**src/rtl/pmr_pkg.sv**
```systemverilog
package pmr_pkg;
  typedef enum logic [1:0] {MG_IDLE, MG_WAIT, MG_ACK} mg_state_t;
  typedef enum logic [1:0] {SG_IDLE, SG_GRANT, SG_HALT} sg_state_t;
endpackage

```
**src/rtl/pmr_sync.sv**
```systemverilog
module pmr_sync #(
  parameter int   WIDTH   = 2,
  parameter int   STAGES  = 2,
  parameter logic RST_VAL = 1'b1
) (
  input  logic             clk,
  input  logic             rst,
  input  logic [WIDTH-1:0] d_in,
  output logic [WIDTH-1:0] q_out
);
  localparam logic [WIDTH-1:0] FILL = {WIDTH{RST_VAL}};

  logic [WIDTH-1:0] chain [STAGES];

  always_ff @(posedge clk) begin
    if (rst) chain[0] <= FILL;
    else     chain[0] <= d_in;
  end

  genvar g;
  generate
    for (g = 1; g < STAGES; g++) begin : g_stage
      always_ff @(posedge clk) begin
        if (rst) chain[g] <= FILL;
        else     chain[g] <= chain[g-1];
      end
    end
  endgenerate

  assign q_out = chain[STAGES-1];
endmodule

```
**src/rtl/pmr_mgmt_path.sv**
```systemverilog
module pmr_mgmt_path
  import pmr_pkg::*;
(
  input  logic clk,
  input  logic rst,
  input  logic req_n_s,
  input  logic insn_bound,
  input  logic last_rdy,
  input  logic wbuf_empty_n,
  input  logic mgmt_exit,
  output logic ack_n,
  output logic pend,
  output logic idle
);
  mg_state_t st_q, st_d;
  logic prev_n, armed_q, armed_d, pend_q, fall, accept;

  assign fall   = prev_n & ~req_n_s;
  assign accept = (st_q == MG_IDLE) & pend_q & insn_bound;

  always_comb begin
    st_d    = st_q;
    armed_d = armed_q;
    case (st_q)
      MG_IDLE: if (accept) begin st_d = MG_WAIT; armed_d = 1'b0; end
      MG_WAIT: begin
        if (armed_q && !wbuf_empty_n) st_d = MG_ACK;
        else if (last_rdy)            armed_d = 1'b1;
      end
      MG_ACK:  if (mgmt_exit) begin st_d = MG_IDLE; armed_d = 1'b0; end
      default: st_d = MG_IDLE;
    endcase
  end

  always_ff @(posedge clk) begin
    if (rst) begin
      prev_n  <= 1'b1;
      pend_q  <= 1'b0;
      st_q    <= MG_IDLE;
      armed_q <= 1'b0;
      ack_n   <= 1'b1;
    end else begin
      prev_n  <= req_n_s;
      if (fall)        pend_q <= 1'b1;
      else if (accept) pend_q <= 1'b0;
      st_q    <= st_d;
      armed_q <= armed_d;
      ack_n   <= (st_d != MG_ACK);
    end
  end

  assign pend = pend_q;
  assign idle = (st_q == MG_IDLE);

  // leaving idle needs a boundary and a pending request
  a_r3_accept_at_boundary: assert property (@(posedge clk) disable iff (rst)
    $fell(idle) |-> $past(insn_bound && pend));
  // acknowledge only starts while the write buffer reads empty
  a_r4_ack_needs_empty: assert property (@(posedge clk) disable iff (rst)
    $fell(ack_n) |-> $past(!wbuf_empty_n));
  // acknowledge holds until the exit strobe
  a_r5_ack_holds: assert property (@(posedge clk) disable iff (rst)
    (!ack_n && !mgmt_exit) |=> !ack_n);
  // exit strobe releases the acknowledge
  a_r5_ack_release: assert property (@(posedge clk) disable iff (rst)
    (!ack_n && mgmt_exit) |=> ack_n);
endmodule

```
**src/rtl/pmr_stop_path.sv**
```systemverilog
module pmr_stop_path
  import pmr_pkg::*;
(
  input  logic clk,
  input  logic rst,
  input  logic req_n_s,
  input  logic insn_bound,
  input  logic bus_done,
  input  logic mgmt_idle,
  input  logic mgmt_pend,
  output logic grant_req,
  output logic core_halt
);
  sg_state_t st_q, st_d;
  logic take;

  assign take = insn_bound & ~req_n_s & mgmt_idle & ~mgmt_pend;

  always_comb begin
    st_d = st_q;
    case (st_q)
      SG_IDLE:  if (take)     st_d = SG_GRANT;
      SG_GRANT: if (bus_done) st_d = SG_HALT;
      SG_HALT:  if (req_n_s)  st_d = SG_IDLE;
      default:  st_d = SG_IDLE;
    endcase
  end

  always_ff @(posedge clk) begin
    if (rst) begin
      st_q      <= SG_IDLE;
      grant_req <= 1'b0;
      core_halt <= 1'b0;
    end else begin
      st_q      <= st_d;
      grant_req <= (st_d == SG_GRANT);
      core_halt <= (st_d == SG_HALT);
    end
  end

  // a grant begins only at a boundary with the pin low and no management work
  a_r7_grant_gated: assert property (@(posedge clk) disable iff (rst)
    $rose(grant_req) |-> $past(insn_bound && !req_n_s && mgmt_idle && !mgmt_pend));
  // halt follows a completed grant cycle
  a_r8_halt_after_done: assert property (@(posedge clk) disable iff (rst)
    $rose(core_halt) |-> $past(grant_req && bus_done));
  // halt holds while the pin stays low
  a_r9_halt_holds: assert property (@(posedge clk) disable iff (rst)
    (core_halt && !req_n_s) |=> core_halt);
endmodule

```
**src/rtl/pmr_handler.sv**
```systemverilog
module pmr_handler #(
  parameter int SYNC_STAGES = 2
) (
  input  logic clk,
  input  logic rst,
  input  logic mgmt_req_n,
  input  logic stop_req_n,
  input  logic insn_bound,
  input  logic last_rdy,
  input  logic wbuf_empty_n,
  input  logic mgmt_exit,
  input  logic bus_done,
  output logic mgmt_ack_n,
  output logic grant_req,
  output logic core_halt
);
  localparam int PINS = 2;

  logic [PINS-1:0] pins_s;
  logic mg_pend, mg_idle;

  pmr_sync #(.WIDTH(PINS), .STAGES(SYNC_STAGES), .RST_VAL(1'b1)) u_sync (
    .clk   (clk),
    .rst   (rst),
    .d_in  ({stop_req_n, mgmt_req_n}),
    .q_out (pins_s)
  );

  pmr_mgmt_path u_mgmt (
    .clk          (clk),
    .rst          (rst),
    .req_n_s      (pins_s[0]),
    .insn_bound   (insn_bound),
    .last_rdy     (last_rdy),
    .wbuf_empty_n (wbuf_empty_n),
    .mgmt_exit    (mgmt_exit),
    .ack_n        (mgmt_ack_n),
    .pend         (mg_pend),
    .idle         (mg_idle)
  );

  pmr_stop_path u_stop (
    .clk        (clk),
    .rst        (rst),
    .req_n_s    (pins_s[1]),
    .insn_bound (insn_bound),
    .bus_done   (bus_done),
    .mgmt_idle  (mg_idle),
    .mgmt_pend  (mg_pend),
    .grant_req  (grant_req),
    .core_halt  (core_halt)
  );

  // nothing is asserted in the cycle after reset
  a_r1_reset_quiet: assert property (@(posedge clk)
    $past(rst) |-> (mgmt_ack_n && !grant_req && !core_halt));
endmodule

```
**config.mk**
```make
export PLATFORM = sky130hd
export DESIGN_NAME = pmr_handler
export DESIGN_NICKNAME = d
export VERILOG_FILES = /design/src/rtl/pmr_pkg.sv /design/src/rtl/pmr_sync.sv /design/src/rtl/pmr_mgmt_path.sv /design/src/rtl/pmr_stop_path.sv /design/src/rtl/pmr_handler.sv
export SDC_FILE = /design/constraint.sdc
export NUM_CORES = 1
export LEC_CHECK = 0
export ABC_CLOCK_PERIOD_IN_PS = 950
export BUFFER_PORTS_ARGS = -buffer_cell sky130_fd_sc_hd__buf_4
export CORE_AREA = 2 2 39 41
export CTS_BUF_LIST = sky130_fd_sc_hd__clkbuf_4
export CTS_CLUSTER_DIAMETER = 80
export DETAILED_ROUTE_END_ITERATION = 10
export DIE_AREA = 0 0 41 43
export GPL_TIMING_DRIVEN = 0
export PLACE_DENSITY_LB_ADDON = 0.2
export SYNTH_ARGS = -nofsm -noshare
export SYNTH_HDL_FRONTEND = slang
export SYNTH_SLANG_ARGS = --single-unit
```
**constraint.sdc**
```tcl
create_clock -name clk -period 0.95 [get_ports clk]
set_input_delay 0 -clock clk [delete_from_list [all_inputs] [get_ports clk]]
set_output_delay 0 -clock clk [all_outputs]
set_load 0.005 [all_outputs]
```
==> results of run 1 <==
[registers in the layout (all words and copies together) (netlist names)]
name and count:
u_mgmt.st_q 2, u_stop.core_halt 1, u_stop.grant_req 1, u_sync.chain 4, u_mgmt.ack_n 1, u_stop.st_q 2
u_mgmt.armed_q 1, u_mgmt.pend 1, u_mgmt.prev_n 1
[through the flow]
step / cell area [µm²] / setup slack (ps) / util (%)
finish: 681 / -0.256 / 49.2
global route: 681 / -63.2 / 49.2
CTS: 656 / 0.107 / 47.4
detailed placement: 587 / -51.4 / 42.4
global placement: 587 / -38.2 / 42.4
floorplan: 484 / 26.1 / -
[cell type report]
type / count / area (µm²)
Tap cell: 16 / 20.0
Clock buffer: 3 / 22.5
Multi-Input combinational cell: 29 / 211
Sequential cell: 14 / 294
Clock inverter: 1 / 3.75
Fill cell: 135 / 703
Inverter: 3 / 11.3
Timing Repair Buffer: 14 / 113
Buffer: 1 / 5.00
[synthesized netlist by cell type]
master	instances	share of area [%]
or2_2	5	6.5
a31oi_1	1	1.3
nand2_1	1	0.77
or3b_1	1	1.8
inv_1	3	2.3
a2111oi_2	1	3.1
a21bo_2	1	2.1
and3_1	1	1.3
nor2_1	2	1.6
o32ai_1	1	1.8
nor3b_1	1	1.6
nand3b_1	2	3.1
nor3_1	3	3.1
a21oi_1	5	5.2
nor2b_1	1	1.3
buf_2	1	1.0
nand2b_1	1	1.3
a32oi_1	1	1.8
or2_1	1	1.3
dfxtp_1	14	58
[worst min-delay path: stages]
cell,delay [ps]
buf_4,90
nand3b_1,100
o32ai_1,60
[per-layer routing]
layer / global-route usage (%) / vias to the layer above / part of all wire [%]
li1: - / 199 / -
met3: 3.14 / 2 / 3.9
met5: 0 / - / 0
met2: 19.1 / 6 / 47
met4: 10.0 / 0 / 1.6
met1: 15.1 / 171 / 48
[worst paths after layout]
kind	from	endpoint	slack (ps)	cells after the start
setup reg to reg	u_stop.st_q[0]	u_stop.st_q[1]	-0.3	2
hold / removal	rst	u_mgmt.armed_q	20	3
hold reg to reg	u_sync.chain[0][0]	u_sync.chain[1][0]	420	1
setup / recovery	u_stop.st_q[0]	u_stop.st_q[1]	-0.3	2
[power breakdown]
part | internal [mW] | switching [mW] | total (mW) | leakage (nW)
clock | 0.152 | 0.192 | 0.344 | 0.0154
combinational | 0.0499 | 0.0289 | 0.0788 | 0.124
sequential | 0.598 | 0.00964 | 0.608 | 0.117
total | 0.800 | 0.230 | 1.03 | 0.257
[cell families (layout without fill, tap and decap cells)]
logic type / count (synthesis) / in the layout / synth area share (%)
DFF: 14 / 14 / 57.9
and+or+nand+nor: 19 / 19 / 23.5
AOI/OAI and AO/OA: 10 / 10 / 15.2
buffers and inverters: 4 / 22 / 3.36
[what timing repair did]
action | CTS | global route
cloned | 0 | 0
pin swaps | 0 | 4
resized for setup | 5 | 10
hold buffers | 3 | 0
endpoints found under the hold margin | 4 | 0
setup endpoints to repair | 2 | 6
==> results_dict.tcl, run 1 <==
set metrics [dict create \
    status "complete, but fails checks" \
    violations "setup timing" \
    dr.pass1.iters 1 \
    relSlewSlack_pct 83.5 \
    finalPower_mw 1.03 \
    initial_utilization_pct 35.0 \
    crit_family "simple AND/OR/NAND/NOR gates" \
    grt_first_pass_wirelength_um 1520 \
    maxCapViolCount 0 \
    grt_max_degree 11 \
    ios 12 \
    grt_pass1_vias 383 \
    clock-sinks 14 \
    die_area_um2 1760 \
    clk_latency_ps 270 \
    drt_iter0_drc 0 \
    finalSetupTns_ps -0.256 \
    synth_cell_types 20 \
    cts_made_buffers 3 \
    finish.net_count 75 \
    synthCells 47 \
    drive_above_1_share_pct 52.3 \
    slew_viol_final 0 \
    ys_warn_count 0 \
    rows 14 \
    core_um2 1380 \
    wl_per_cell_um 11.0 \
    clockBufferDepth 2 \
    worstPathRequired_ps 1160 \
    crit_path_max_fanout 4 \
    finalNonFillerCells 81 \
    cp-end-kind "flop" \
    finalCriticalPeriod_ps 950 \
    slowest_delay_ps 410 \
    cts_setup_buffers 0 \
    worst_path_max_delay_cell "or3b_1" \
    hold_viol_final 0 \
    cts_htree_levels 1 \
    detail-route-antenna-nets 0 \
    period_share_pct 100 \
    fin_skew_ps 0.634 \
    rsz0062_at_grt "yes" \
    overflow 0 \
    timing.fmax_ghz 1.05 \
    root_buffer "clkbuf_4" \
    synthToLayoutAreaGrowth_pct 40.6 \
    place_hpwl_um 618 \
    die_height_um 43 \
    final_cell_mix "buf_4 (11), dfxtp_1 (7), or2_2 (5), dfxtp_2 (5), a21oi_1 (4)" \
    hold_class "primary input to flop" \
    routed_wl_um 893 \
    syn-num-nets 56 \
    syn_area_per_cell_um2 10.3 \
    viasPerCell 4.67 \
    cp.arrival_ps 1160 \
    layout_commonest_cell "buf_4" \
    vdd_drop_max_mv 0.844 \
    track_usage_pct 12.9 \
    drc 0 \
    die_x_um 41 \
    setup_viol 1 \
    clk_pin_slew_ps 90 \
    synth-seq-area-share_pct 57.9 \
    power.leakage_nw 0.257 \
    gp_congestion 0.743 \
    timing.hold.ws_ps 15.8 \
    io_buffer_count 11 \
    worst_setup_path_start_kind "flop" \
    synthesis.area_um2 484 \
    antenna_found_initial 0 \
    cp_cell_sequence "or3b_1 -> a21oi_2" \
    worstMarginPinSlew_ps 247 \
    worstSetupPathType "flop to flop" \
    vias 378 \
    synth_seq_cells 14 \
    p_per_area_nw_per_um2 1510 \
    diodes 0 \
    fin_ws_ps -0.256 \
    cp.buffers_inverters 0 \
    placed_cells 74 \
    cts_tree "done" \
]
Note: power is estimated with default switching activity, not from simulation.
==> inputs of run 2 (changes only) <==
- REMOVE_ABC_BUFFERS: default -> 1
==> run 2 against run 1 <==
  * Largest power group unchanged
  * Critical path type unchanged
  * Via count grew 0.26%
  * The run now ends clean
  * Clock power decreased by 7.8%
  * Count of clock-buffer cells in the layout unchanged
  * Worst setup slack improved by 3.5 ps
  * Sequential share of layout area fell by 0.61 points
  * Die area stayed put
  * Global-route usage fell by 0.89 points
  * Fmax increased by 0.37%
  * Clock skew up 0.91 ps
  * Critical path depth is the same
  * Combinational power fell by 2%
  * Critical endpoint unchanged
  * Wire length decreased by 5.0%
==> results_dict.tcl, run 2 (same netlist as run 1, synthesis figures left out) <==
set metrics [dict create \
    rows 14 \
    status "complete, no violations" \
    period_share_pct 99.7 \
    grt_first_pass_wirelength_um 1410 \
    grt_max_degree 16 \
    cts_tree "done" \
    p_int_mw 0.798 \
    drt_iter0_drc 1 \
    grt_pass1_vias 367 \
    wl_per_cell_um 10.6 \
    synthToLayoutAreaGrowth_pct 39.5 \
    dr.pass1.iters 2 \
    hold_viol_final 0 \
    vdd_drop_max_mv 0.827 \
    holdPathStages 3 \
    vias 379 \
    timing.fmax_ghz 1.06 \
    pre_cts_ws_ps -58.7 \
    routed_wl_um 848 \
    placed_cells 73 \
    postLayoutCoreUtil_pct 48.8 \
    relSlewSlack_pct 83.5 \
    antenna_found_initial 0 \
    final_cell_mix "buf_4 (12), dfxtp_1 (8), dfxtp_2 (6), or2_2 (5), a21oi_1 (4)" \
    fin_ws_ps 3.28 \
    p_clk_share_pct 31.5 \
    viasPerCell 4.74 \
    r2r_cells 2 \
    finalCriticalPeriod_ps 947 \
    seq_area_um2 288 \
    slew_viol_final 0 \
    track_usage_pct 12.1 \
    crit_path_max_fanout 4 \
    ios 12 \
    clk_latency_ps 270 \
    largest_register_ffs 4 \
    worstMarginPinSlew_ps 247 \
    die_x_um 41 \
    hold_path_startpoint "insn_bound" \
    largest_register "u_sync.chain" \
    finalPower_mw 1.01 \
    drc 0 \
    power_frac_seq_pct 60.8 \
    clock-sinks 14 \
    maxCapViolCount 0 \
    drive_above_1_share_pct 53.1 \
    rsz0062_at_grt "yes" \
    worstSetupPathType "flop to flop" \
    detail-route-antenna-nets 0 \
    fillers 140 \
    rrSetupSlack_ps 3 \
    p_per_area_nw_per_um2 1490 \
    hold_path_end "u_mgmt.pend" \
    hold_class "primary input to flop" \
    stdcell_area_um2 676 \
    clockBufferDepth 2 \
    reg_top3 "u_sync.chain: 4 flops, u_mgmt.st_q: 2 flops, u_stop.st_q: 2 flops" \
    io_buffer_count 11 \
    finish.net_count 75 \
    cp_cell_sequence "or3b_4 -> a21oi_1" \
    die_height_um 43 \
    overflow 0 \
    die_area_um2 1760 \
    core_um2 1380 \
    gp_congestion 0.656 \
    cts_made_buffers 3 \
    layout_commonest_cell "buf_4" \
    cp-end-kind "flop" \
    power.leakage_nw 0.259 \
    placed_area_um2 582 \
    multi_input_area_um2 214 \
    p_sw_share_pct 20.6 \
    diodes 0 \
    reg2reg_from "u_stop.st_q[0]" \
    setup_viol 0 \
    initial_utilization_pct 35.0 \
    power_switching_mw 0.207 \
    cts_htree_levels 1 \
    p_comb_share_pct 7.7 \
    root_buffer "clkbuf_4" \
    finalNonFillerCells 80 \
    worst_path_max_delay_cell "or3b_4" \
    place_hpwl_um 540 \
    slowest_delay_ps 400 \
    fin_skew_ps 1.55 \
    cp.arrival_ps 1140 \
    clk_pin_slew_ps 80 \
    worstPathRequired_ps 1150 \
    timing.rr.end "u_stop.st_q[1]" \
    worst_setup_path_start_kind "flop" \
]
[run 2: cell count changes in the layout (fill, tap and decap cells not counted), sizes merged]
cell	change
clkinv	-1
[run 2: area by class of cell]
type / instances / area share (%)
repair buffers: 15 / 17.8
inverters: 3 / 1.67
flip-flops and latches: 14 / 42.6
well taps: 16 / 2.96
multi-input cells: 29 / 31.7
clock buffers: 3 / 3.33
[run 2: routing by layer]
metal	track usage [%]	up-vias	wire (µm)
met3	3.14	2	37
met1	15.2	169	371
met2	17.2	8	434
met5	0	-	0
met4	8.00	0	4
li1	-	200	-
[run 2: timing repair]
action                                 4_1_cts  5_1_grt
pin swaps                                    0        3
hold buffers                                 3        0
resized for setup                            6        7
setup buffers                                0        1
endpoints found under the hold margin        6        0
gates cloned                                 0        0
setup endpoints to repair                    2        4
[run 2: how the worst max path moves through the flow]
stage / slack, ps / from / cells past startpoint / endpoint
after floorplan: 30 / u_mgmt.st_q[1] / 3 / u_mgmt.ack_n
after global placement: -70 / u_mgmt.armed_q / 3 / u_mgmt.ack_n
after detailed placement: -60 / u_mgmt.st_q[1] / 3 / u_mgmt.ack_n
after CTS: 7 / u_mgmt.armed_q / 3 / u_mgmt.ack_n
after global routing: -50 / u_stop.st_q[0] / 2 / u_stop.st_q[1]
final: 3 / u_stop.st_q[0] / 2 / u_stop.st_q[1]
[run 2: stage by stage]
step                      hold WS (ps)  TNS (ps)
final                             36.1         0
after global routing              40.6     -96.6
after CTS                         34.2         0
after detailed placement           189     -58.7
after global placement             185     -72.7
after floorplan                   69.1         0
[run 2: power by group through the flow]
| stage | logic [mW] | registers, mW | clock network [mW] |
|---|---|---|---|
| 6_report | 0.0770 | 0.612 | 0.317 |
| 2_1_floorplan | 0.0231 | 0.622 | 0 |
| 3_5_place_dp | 0.0632 | 0.624 | 0 |
| 3_3_place_gp | 0.0622 | 0.624 | 0 |
| 4_1_cts | 0.0753 | 0.610 | 0.337 |
| 5_1_grt | 0.0850 | 0.615 | 0.372 |
[run 2: worst max-delay path, delay by kind of cell, from the launching register on]
family / cells / cell delay, ps
and+or+nand+nor: 1 / 400
DFF: 1 / 340
AOI/OAI and AO/OA: 1 / 140
==> inputs of run 3 (changes only) <==
--- a/config.mk
+++ b/config.mk
@@ -19,2 +19,3 @@
 export SYNTH_HDL_FRONTEND = slang
+export SYNTH_HIERARCHICAL = 1
 export SYNTH_SLANG_ARGS = --single-unit
==> constraint.sdc (replaced) <==
create_clock -name clk -period 0.95 [get_ports clk]
set_input_delay 0.095 -clock clk [delete_from_list [all_inputs] [get_ports clk]]
set_output_delay 0.095 -clock clk [all_outputs]
set_load 0.005 [all_outputs]
==> run 3 against run 2 <==
  * The flow now finishes with violations (setup timing)
  * Flip-flop and latch count is the same
  * Combinational power grew 6.2%
  * Cell count grew 3.8%
  * Sequential share of layout area shrank 2.6 points
  * Power grew 1.6%
  * Wire length shrank 0.59%
  * Register-to-register slack lost 100 ps
  * Area after synthesis grew 3.1%
  * Worst hold slack gained 47 ps
==> results_dict.tcl, run 3 <==
set metrics [dict create \
    status "complete, but fails checks" \
    violations "setup timing" \
    worstPathRequired_ps 1120 \
    cts_htree_levels 1 \
    fin_skew_ps 1.64 \
    power_switching_mw 0.220 \
    worst_setup_path_start_kind "flop" \
    dr.pass1.iters 3 \
    diodes 0 \
    synth_seq_cells 14 \
    largest_register_ffs 4 \
    routed_wl_um 843 \
    final_cell_mix "buf_4 (15), dfxtp_1 (9), or2_1 (4)" \
    power_frac_seq_pct 59.4 \
    detail-route-antenna-nets 0 \
    synth_cell_types 19 \
    slowest_delay_ps 370 \
    worst_path_max_delay_cell "dfxtp_4" \
    clock-sinks 14 \
    reg2reg_from "u_mgmt/st_q[1]" \
    cp-end-kind "flop" \
    layout_commonest_cell "buf_4" \
    synth_top_area_share_pct 56.1 \
    ios 12 \
    async_flop_share_pct 0 \
    multi_input_area_um2 255 \
    pre_cts_ws_ps -145 \
    cts_tree "done" \
    drt_iter0_drc 3 \
    p_int_mw 0.801 \
    clockBufferDepth 2 \
    period_share_pct 110 \
    synth-seq-area-share_pct 56.1 \
    place_hpwl_um 541 \
    gp_congestion 0.679 \
    timing.fmax_ghz 0.953 \
    p_clk_share_pct 32.6 \
    finalPower_mw 1.02 \
    cp_cell_sequence "nor4bb_1 -> nor2_1 -> or2_4" \
    reg_top3 "u_sync/chain: 4 flops, u_mgmt/st_q: 2 flops, u_stop/st_q: 2 flops" \
    hold_path_startpoint "rst" \
    setup.worst_path.start "u_mgmt/st_q[1]" \
    drive_above_1_share_pct 53.7 \
    finish.net_count 77 \
    postLayoutCoreUtil_pct 52.7 \
    core_um2 1380 \
    synthCells 46 \
    post-synth-top-area-cell "dfxtp_1" \
    rsz0062_at_grt "yes" \
    holdPathStages 2 \
    cts_made_buffers 3 \
    crit_path_max_fanout 6 \
    largest_register "u_sync/chain" \
    finalCriticalPeriod_ps 1050 \
    grt_first_pass_wirelength_um 1480 \
    p_per_area_nw_per_um2 1400 \
    fillers 128 \
    timing.rr.end "u_mgmt/ack_n" \
    clk_pin_slew_ps 80 \
    hold_path_end "u_stop/st_q[1]" \
    root_buffer "clkbuf_4" \
    die_height_um 43 \
    rows 14 \
    slew_viol_final 0 \
    syn_area_per_cell_um2 10.9 \
    synth_area_leaders "dfxtp_1 (56%), a21oi_1 (5.0%), or2_1 (5.0%), nand3b_1 (4.5%), o41ai_1 (3.5%)" \
    rrSetupSlack_ps -100 \
    die_x_um 41 \
    vdd_drop_max_mv 0.995 \
    synth_edf_count 0 \
    worstSetupPathType "flop to flop" \
    synth_common_cells "dfxtp_1 (14), a21oi_1 (5), or2_1 (4), nand3b_1 (3), nor2_1 (3)" \
    clk_latency_ps 270 \
    wl_per_cell_um 10.2 \
    viasPerCell 4.88 \
    track_usage_pct 13.2 \
    antenna_found_initial 0 \
    vias 405 \
    synthesis.area_um2 499 \
    power.leakage_nw 0.283 \
    grt_pass1_vias 394 \
    initial_utilization_pct 36.1 \
    drc 0 \
    hold_viol_final 0 \
    setup_viol 4 \
    fin_ws_ps -99.2 \
    yosysMostFrequentCell "dfxtp_1" \
    p_sw_share_pct 21.6 \
    ys_dominant_reg_cell "dfxtp_1" \
    io_buffer_count 11 \
    cp.buffers_inverters 0 \
    p_comb_share_pct 8.0 \
    r2r_cells 3 \
    cp.arrival_ps 1220 \
    hold_class "primary input to flop" \
    worstMarginPinSlew_ps 236 \
    grt_max_degree 16 \
    seq_area_um2 292 \
    crit_family "simple AND/OR/NAND/NOR gates" \
    relSlewSlack_pct 84.1 \
    die_area_um2 1760 \
    maxCapViolCount 0 \
    overflow 0 \
    ys_warn_count 6 \
    synthToLayoutAreaGrowth_pct 46.1 \
]
run 3: power groups by stage:
stage / combinational, mW / sequential (mW) / clock, mW
after detailed placement: 0.0627 / 0.625 / 0
after global routing: 0.0908 / 0.609 / 0.384
after floorplan: 0.0225 / 0.623 / 0
after CTS: 0.0790 / 0.606 / 0.354
final: 0.0818 / 0.607 / 0.333
after global placement: 0.0617 / 0.625 / 0
run 3: worst max-delay path by stage:
stage / end / slack, ps / depth (start not counted)
2_1_floorplan: u_mgmt/armed_q / -90 / 3
3_3_place_gp: u_mgmt/ack_n / -180 / 3
3_5_place_dp: u_mgmt/ack_n / -150 / 3
4_1_cts: u_mgmt/ack_n / -90 / 3
5_1_grt: u_mgmt/ack_n / -130 / 3
6_report: u_mgmt/ack_n / -100 / 3
run 3: area by class of cell:
cell class	instances	area share [%]
flip-flops and latches	14	40.0
repair buffers	17	18.2
inverters	1	0.515
clock inverters	1	0.515
multi-input cells	31	35.0
clock buffers	3	3.09
well taps	16	2.74
run 3: logic make-up (layout without fill, tap and decap cells):
family | after synthesis | in the layout | synth area share [%]
buffers and inverters | 1 | 22 | 0.751
AO/OA/AOI/OAI | 11 | 11 | 15.5
flip-flops | 14 | 14 | 56.1
AND/OR/NAND/NOR | 20 | 20 | 27.6
run 3: routing by layer:
metal	GRT usage, %	vias to the layer above	part of all wire (%)
met1	12.7	185	42
met2	20.3	11	52
met3	9.42	0	6.0
li1	-	209	-
met4	6.00	0	0
met5	0	-	0
run 3: per-stage QoR:
step	instances	TNS, ps	area, µm²	hold WS, ps
after CTS	83	-297	714	73.2
after detailed placement	73	-482	602	278
final	83	-318	729	83.5
after global routing	83	-477	729	80.2
after floorplan	46	-266	499	160
after global placement	73	-532	602	274
run 3: repair_timing:
item / in CTS / in global routing
setup endpoints to repair: 6 / 6
gates resized for setup: 12 / 5
hold buffers: 2 / 0
pin swaps: 5 / 3
endpoints found under the hold margin: 2 / 0
buffers inserted: 4 / 0
gates cloned: 0 / 0
